$ cat src/rtl/pulse_conv_seq_pkg.sv
package pulse_conv_seq_pkg;
  typedef enum logic [1:0] {
    ST_IDLE   = 2'd0,
    ST_DELAY  = 2'd1,
    ST_FRST   = 2'd2,
    ST_SETTLE = 2'd3
  } seq_state_e;
endpackage

$ cat src/rtl/pcs_start_detect.sv
module pcs_start_detect #(
  parameter int SYNC_STAGES = 2
) (
  input  logic clk_i,
  input  logic rst_ni,
  input  logic pin_i,
  input  logic cmd_i,
  output logic trig_o
);
  logic [SYNC_STAGES-1:0] sync_q;
  logic                   prev_q;

  generate
    if (SYNC_STAGES > 1) begin : g_chain
      always_ff @(posedge clk_i or negedge rst_ni) begin
        if (!rst_ni) sync_q <= '0;
        else         sync_q <= {sync_q[SYNC_STAGES-2:0], pin_i};
      end
    end else begin : g_single
      always_ff @(posedge clk_i or negedge rst_ni) begin
        if (!rst_ni) sync_q <= '0;
        else         sync_q <= pin_i;
      end
    end
  endgenerate

  always_ff @(posedge clk_i or negedge rst_ni) begin
    if (!rst_ni) prev_q <= 1'b0;
    else         prev_q <= sync_q[SYNC_STAGES-1];
  end

  // rising edge of synchronized pin, or command pulse
  assign trig_o = (sync_q[SYNC_STAGES-1] & ~prev_q) | cmd_i;
endmodule

$ cat src/rtl/pcs_delay_decode.sv
module pcs_delay_decode #(
  parameter int DELAY_BASE = 64,
  parameter int CW         = 13
) (
  input  logic [2:0]    code_i,
  output logic [CW-1:0] clks_o
);
  always_comb begin
    clks_o = '0;
    for (int k = 1; k < 8; k++) begin
      if (code_i == k[2:0]) clks_o = CW'(DELAY_BASE << (k - 1));
    end
  end
endmodule

$ cat src/rtl/pcs_timer.sv
module pcs_timer #(
  parameter int CW = 13
) (
  input  logic          clk_i,
  input  logic          rst_ni,
  input  logic          load_i,
  input  logic [CW-1:0] val_i,
  output logic          zero_o
);
  logic [CW-1:0] cnt_q;

  always_ff @(posedge clk_i or negedge rst_ni) begin
    if (!rst_ni)           cnt_q <= '0;
    else if (load_i)       cnt_q <= val_i;
    else if (cnt_q != '0)  cnt_q <= cnt_q - CW'(1);
  end

  assign zero_o = (cnt_q == '0);
endmodule

$ cat src/rtl/pulse_conv_seq.sv
module pulse_conv_seq
  import pulse_conv_seq_pkg::*;
#(
  parameter int DELAY_BASE  = 64,
  parameter int CYCLE_CLKS  = 256,
  parameter int SYNC_STAGES = 2
) (
  input  logic       clk_i,
  input  logic       rst_ni,
  input  logic       start_pin_i,
  input  logic       cmd_start_i,
  input  logic [2:0] delay_code_i,
  input  logic       filt_ord_i,
  output logic       filt_rst_o,
  output logic       busy_o,
  output logic       drdy_n_o
);
  localparam int MAX_DLY = DELAY_BASE * 64;
  localparam int MAX_SET = 2 * CYCLE_CLKS;
  localparam int MAX_CNT = (MAX_DLY > MAX_SET) ? MAX_DLY : MAX_SET;
  localparam int CW      = $clog2(MAX_CNT + 1);
  localparam logic [CW-1:0] SET1_M1 = CW'(CYCLE_CLKS - 1);
  localparam logic [CW-1:0] SET2_M1 = CW'(2 * CYCLE_CLKS - 1);

  seq_state_e    st_q, st_d;
  logic          trig;
  logic          ord_q;
  logic          drdy_n_q;
  logic [CW-1:0] dly_clks;
  logic          tmr_load;
  logic [CW-1:0] tmr_val;
  logic          tmr_zero;

  pcs_start_detect #(.SYNC_STAGES(SYNC_STAGES)) i_start (
    .clk_i  (clk_i),
    .rst_ni (rst_ni),
    .pin_i  (start_pin_i),
    .cmd_i  (cmd_start_i),
    .trig_o (trig)
  );

  pcs_delay_decode #(.DELAY_BASE(DELAY_BASE), .CW(CW)) i_dec (
    .code_i (delay_code_i),
    .clks_o (dly_clks)
  );

  pcs_timer #(.CW(CW)) i_tmr (
    .clk_i  (clk_i),
    .rst_ni (rst_ni),
    .load_i (tmr_load),
    .val_i  (tmr_val),
    .zero_o (tmr_zero)
  );

  always_comb begin
    st_d     = st_q;
    tmr_load = 1'b0;
    tmr_val  = '0;
    if (trig) begin
      // any trigger restarts from the delay phase
      if (dly_clks == '0) begin
        st_d = ST_FRST;
      end else begin
        st_d     = ST_DELAY;
        tmr_load = 1'b1;
        tmr_val  = dly_clks - CW'(1);
      end
    end else begin
      unique case (st_q)
        ST_DELAY:  if (tmr_zero) st_d = ST_FRST;
        ST_FRST: begin
          st_d     = ST_SETTLE;
          tmr_load = 1'b1;
          tmr_val  = ord_q ? SET2_M1 : SET1_M1;
        end
        ST_SETTLE: if (tmr_zero) st_d = ST_IDLE;
        default:   st_d = ST_IDLE;
      endcase
    end
  end

  always_ff @(posedge clk_i or negedge rst_ni) begin
    if (!rst_ni) begin
      st_q     <= ST_IDLE;
      ord_q    <= 1'b0;
      drdy_n_q <= 1'b1;
    end else begin
      st_q <= st_d;
      if (trig) begin
        ord_q    <= filt_ord_i;
        drdy_n_q <= 1'b1;
      end else if (st_q == ST_SETTLE && tmr_zero) begin
        drdy_n_q <= 1'b0;
      end
    end
  end

  assign busy_o     = (st_q != ST_IDLE);
  assign filt_rst_o = (st_q == ST_FRST);
  assign drdy_n_o   = drdy_n_q;
endmodule

$ cat config.mk
export PLATFORM = sky130hd
export DESIGN_NAME = pulse_conv_seq
export DESIGN_NICKNAME = d
export VERILOG_FILES = /design/src/rtl/pulse_conv_seq_pkg.sv /design/src/rtl/pcs_start_detect.sv /design/src/rtl/pcs_delay_decode.sv /design/src/rtl/pcs_timer.sv /design/src/rtl/pulse_conv_seq.sv
export SDC_FILE = /design/constraint.sdc
export NUM_CORES = 1
export LEC_CHECK = 0
export ABC_CLOCK_PERIOD_IN_PS = 2280
export CORE_ASPECT_RATIO = 1.75
export CORE_MARGIN = 1.5
export CORE_UTILIZATION = 55
export CTS_CLUSTER_DIAMETER = 60
export DETAILED_ROUTE_END_ITERATION = 7
export HOLD_SLACK_MARGIN = 0.05
export PLACE_DENSITY = 0.76
export SLEW_MARGIN = 20
export SYNTH_ARGS = -nofsm -noshare
export SYNTH_HDL_FRONTEND = slang
export SYNTH_HIERARCHICAL = 1
export SYNTH_SLANG_ARGS = --single-unit
export TNS_END_PERCENT = 50
$ cat constraint.sdc
create_clock -name clk_i -period 2.28 [get_ports clk_i]
set_input_delay 0.57 -clock clk_i [delete_from_list [all_inputs] [get_ports clk_i]]
set_output_delay 0.57 -clock clk_i [all_outputs]
set_load 0.03 [all_outputs]
==> impl_table.tex <==
\begin{tabular}{lr}
\hline
Metric & Value \\
\hline
\multicolumn{2}{l}{\textbf{Clock network}} \\
\quad Buffer type at the clock tree root & clkbuf\_8 \\
\quad Number of buffers created by CTS & 3 \\
\quad Clock H-tree levels & 1 \\
\quad Clock tree buffer depth & 2 \\
\quad Clock sink total & 20 \\
\quad Clock transition time at the flip-flop clock pins of the worst setup and hold paths & 0.08 ns \\
\quad Skew-Pair Late Insertion Delay & 0.26 ns \\
\quad CTS tree & yes \\
\quad Hold buffer count at cts & 0 \\
\multicolumn{2}{l}{\textbf{Placement}} \\
\quad Final Wtd Congestion & 0.805 \\
\quad Number of port buffers & 10 \\
\quad Worst setup timing slack at the placement stage & -0.649 ns \\
\quad Detailed placement HPWL & 2770 um \\
\quad Placed Cells incl. Taps & 223 \\
\multicolumn{2}{l}{\textbf{Synth}} \\
\quad Synthesized area & 1570 um\^{}2 \\
\quad Area leader, netlist & dfrtp\_1 \\
\quad Part of the Yosys area used for sequential elements & 0.319 \\
\quad Register bit count reported by yosys & 20 \\
\quad Library cell with the highest instance count after synthesis & dfrtp\_1 \\
\quad Share of flip-flops with an asynchronous set or reset after synthesis & 1.00 \\
\quad Simple-Gate Fraction of Synth Area & 0.282 \\
\quad Top-area cell type share of the netlist area & 0.302 \\
\quad Number of enable flip-flop cells after synthesis & 0 \\
\quad Top FF cell, synth & dfrtp\_1 \\
\quad Share of cell area taken by muxes after synthesis & 0.0207 \\
\quad Adder and majority cell fraction of the synthesized area & 0.0636 \\
\quad Fraction of synthesized cell area in xor and xnor cells & 0.117 \\
\quad Mean area per synthesized cell & 8.94 um\^{}2 \\
\quad Number of unique standard cell types used by synthesis & 49 \\
\quad Cells after Synth & 176 \\
\quad Number of warning messages in the yosys log & 6 \\
\quad Biggest area contributors in the synthesized netlist & dfrtp\_1 30\%, ha\_1 6.4\%, xnor2\_1 6.1\%, xor2\_1 5.6\%, o21ai\_0 4.1\% \\
\quad Top cell types by occurrence after synthesis & 19 x dfrtp\_1, 17 x nand2\_1, 13 x o21ai\_0 \\
\quad Main combinational cell family by area after synthesis & simple AND/OR/NAND/NOR gates \\
\quad Compound-cell area share of the yosys netlist & 0.124 \\
\multicolumn{2}{l}{\textbf{Cells and area}} \\
\quad Share of post-route cells with drive strength above 1 & 0.235 \\
\quad Post-Layout Cell Count & 227 \\
\quad Post-layout util & 0.686 \\
\quad Growth of design area from synthesis to finish & 18.5\% \\
\quad Number of inserted filler cells in the final layout & 218 \\
\quad Number of antenna cells inserted & 0 \\
\quad Nets@finish & 217 \\
\multicolumn{2}{l}{\textbf{Power}} \\
\quad Logic pwr share & 0.322 \\
\quad Net switching power & 380 uW \\
\quad Clock network fraction of total power & 0.291 \\
\quad Standby leakage power & 0.000840 uW \\
\quad Net Sw Frac & 0.318 \\
\quad Power per cell area & 640 nW/um\^{}2 \\
\quad Internal power & 814 uW \\
\quad Sequential cell fraction of total power & 0.387 \\
\quad Worst VDD drop & 0.320 mV \\
\multicolumn{2}{l}{\textbf{Detailed routing}} \\
\quad Detailed-routing iteration count for the pre-antenna-repair pass & 4 \\
\quad Average routed wire per standard cell & 14.9 um \\
\quad DR vias & 1294 \\
\quad \# DRC & 0 \\
\quad Violation count after the first detailed-route iteration & 25 \\
\quad Post-detailed-routing wire length & 3390 um \\
\quad Number of vias per cell after detailed routing & 5.70 \\
\quad Antenna-violating nets left & 0 \\
\multicolumn{2}{l}{\textbf{Timing}} \\
\quad Final setup slack of the worst path & 0.0820 ns \\
\quad Highest clock frequency the design can meet & 455 MHz \\
\quad RSZ-0062 raised after global routing & false \\
\quad Period Utilization, post-route & 0.964 \\
\quad Post-layout minimum cycle time & 2.20 ns \\
\quad Clock tree skew after final layout & 0.00876 ns \\
\quad Hold violation total from the final report & 0 \\
\quad \# setup viols final & 0 \\
\quad Final slew viol count & 0 \\
\multicolumn{2}{l}{\textbf{Die}} \\
\quad Number of standard-cell rows in the floorplan & 25 \\
\quad Starting density of the core & 0.578 \\
\quad Placeable Area & 2720 um\^{}2 \\
\quad Die span in x & 43.4 um \\
\quad Ports placed on the boundary & 11 \\
\quad Die footprint & 3200 um\^{}2 \\
\quad Height of the die & 73.8 um \\
\multicolumn{2}{l}{\textbf{Critical path}} \\
\quad Worst endpoint required time & 2.41 ns \\
\quad Capturing element type of the critical path & register \\
\quad Critical Path Slowest Stage Cell & or4b\_4 \\
\quad Cell depth of the worst setup path & 7 \\
\quad Delay contributed by the slowest stage of the critical path & 0.49 ns \\
\quad Crit Path Category & primary input to register \\
\quad Worst reg-to-reg path cell count & 6 \\
\quad CP cell instances & buf\_2 -> and3\_4 -> or4b\_4 -> o41ai\_4 -> buf\_4 -> o21ai\_0 -> mux2\_2 \\
\quad Critical path's top delay family & simple AND/OR/NAND/NOR gates \\
\quad Data arrival, critical path & 2.33 ns \\
\quad Type of element launching the critical path & primary input \\
\quad Largest driver fanout on the critical path & 12 \\
\quad Number of buffers and inverters on the critical path & 2 \\
\multicolumn{2}{l}{\textbf{Hold path}} \\
\quad Worst Hold Depth & 0 \\
\quad Type of the most critical hold path & register to register \\
\multicolumn{2}{l}{\textbf{Global routing}} \\
\quad Global-route wire length before repair & 5820 um \\
\quad GR Util All Layers & 0.242 \\
\quad Maximum number of pins on one net before global-route repair & 21 \\
\quad Antenna violations before repair & 0 \\
\quad Total congestion overflow after global routing & 0 \\
\quad Vias in the first global route & 1372 \\
\multicolumn{2}{l}{\textbf{Status}} \\
\quad Outcome & complete, no violations \\
\multicolumn{2}{l}{\textbf{Run}} \\
\quad Max-cap violation count & 0 \\
\hline
\end{tabular}
[cell usage in the layout, fill, tap and decap left out, drive strengths merged, types with 3 or more instances in the layout]
master	instances
a21oi	4
and3b	3
buf	19
clkbuf	3
clkdlybuf4s50	5
conb	6
dfrtp	19
ha	8
inv	11
nand2	17
nand2b	3
nand3	5
nor2	13
nor3b	6
nor4	6
o21ai	17
or3	4
xnor2	11
xor2	10
[registers in the layout, indices dropped and copies added (netlist names)]
name,flops
drdy_n_o,1
st_q,2
i_start/sync_q,2
i_tmr/cnt_q,13
ord_q,1
i_start/prev_q,1
[final timing paths]
path	from	end	slack (ns)
worst max-delay path	delay_code_i[2]	i_tmr/cnt_q[1]	0.08
worst min-delay path	i_start/sync_q[0]	i_start/sync_q[1]	0.35
worst max register to register	i_tmr/cnt_q[8]	st_q[1]	0.43
worst min register to register	i_start/sync_q[0]	i_start/sync_q[1]	0.35
max in group asynchronous	rst_ni	drdy_n_o	1.37
min in group asynchronous	rst_ni	i_start/sync_q[1]	0.65
[area by class of cell]
class | instances | area, um^2 | area share
sequential | 20 | 502 | 0.269
clock buffer | 3 | 41.3 | 0.0221
clock inverter | 1 | 30.0 | 0.0161
timing repair buffer | 26 | 210 | 0.113
inverter | 11 | 43.8 | 0.0235
multi-input combinational | 139 | 1000 | 0.539
tap | 27 | 33.8 | 0.0181
[cells by family after synthesis]
group	Yosys count
AO/OA/AOI/OAI	30
XOR/XNOR	21
adder cells (fa/ha/maj)	8
buffers and inverters	22
flip-flops	20
multiplexers	3
other	1
AND/OR/NAND/NOR	71
[repair_timing]
item                       in CTS  in global routing
setup buffers                   0                  0
resized for setup              10                  8
setup endpoints to repair      15                 13
pin swaps                       1                  3
[stage by stage]
stage / TNS, ns / area, um^2 / power, uW / hold WS, ns
finish: 0 / 1870 / 1190 / 0.351
global route: 0 / 1870 / 1260 / 0.365
CTS: 0 / 1870 / 1190 / 0.352
detailed placement: -8.46 / 1790 / 843 / 0.335
global placement: -6.98 / 1790 / 822 / 0.335
floorplan: -1.09 / 1630 / 748 / 0.274
[layer usage]
layer  track usage  vias up  share of wire
li1              -      647              -
met1         0.229      626           0.36
met2         0.516       19           0.62
met3        0.0147        2          0.014
met4        0.0707        0         0.0068
met5             0        -              0
[worst reg2reg max path: stages (launching register included)]
cell and delay (ns):
dfrtp_1 0.44, nor4_1 0.42, nand4b_1 0.22, inv_2 0.15, o21bai_1 0.19, o21ai_0 0.14
o21a_1 0.18
[power groups by stage]
stage               Clock, uW  Sequential, uW  Combinational, uW
floorplan                   0             455                293
global placement            0             463                360
detailed placement          0             468                375
CTS                       349             460                382
global route              368             468                427
finish                    347             462                384
Power figures use the tool's default switching activity.
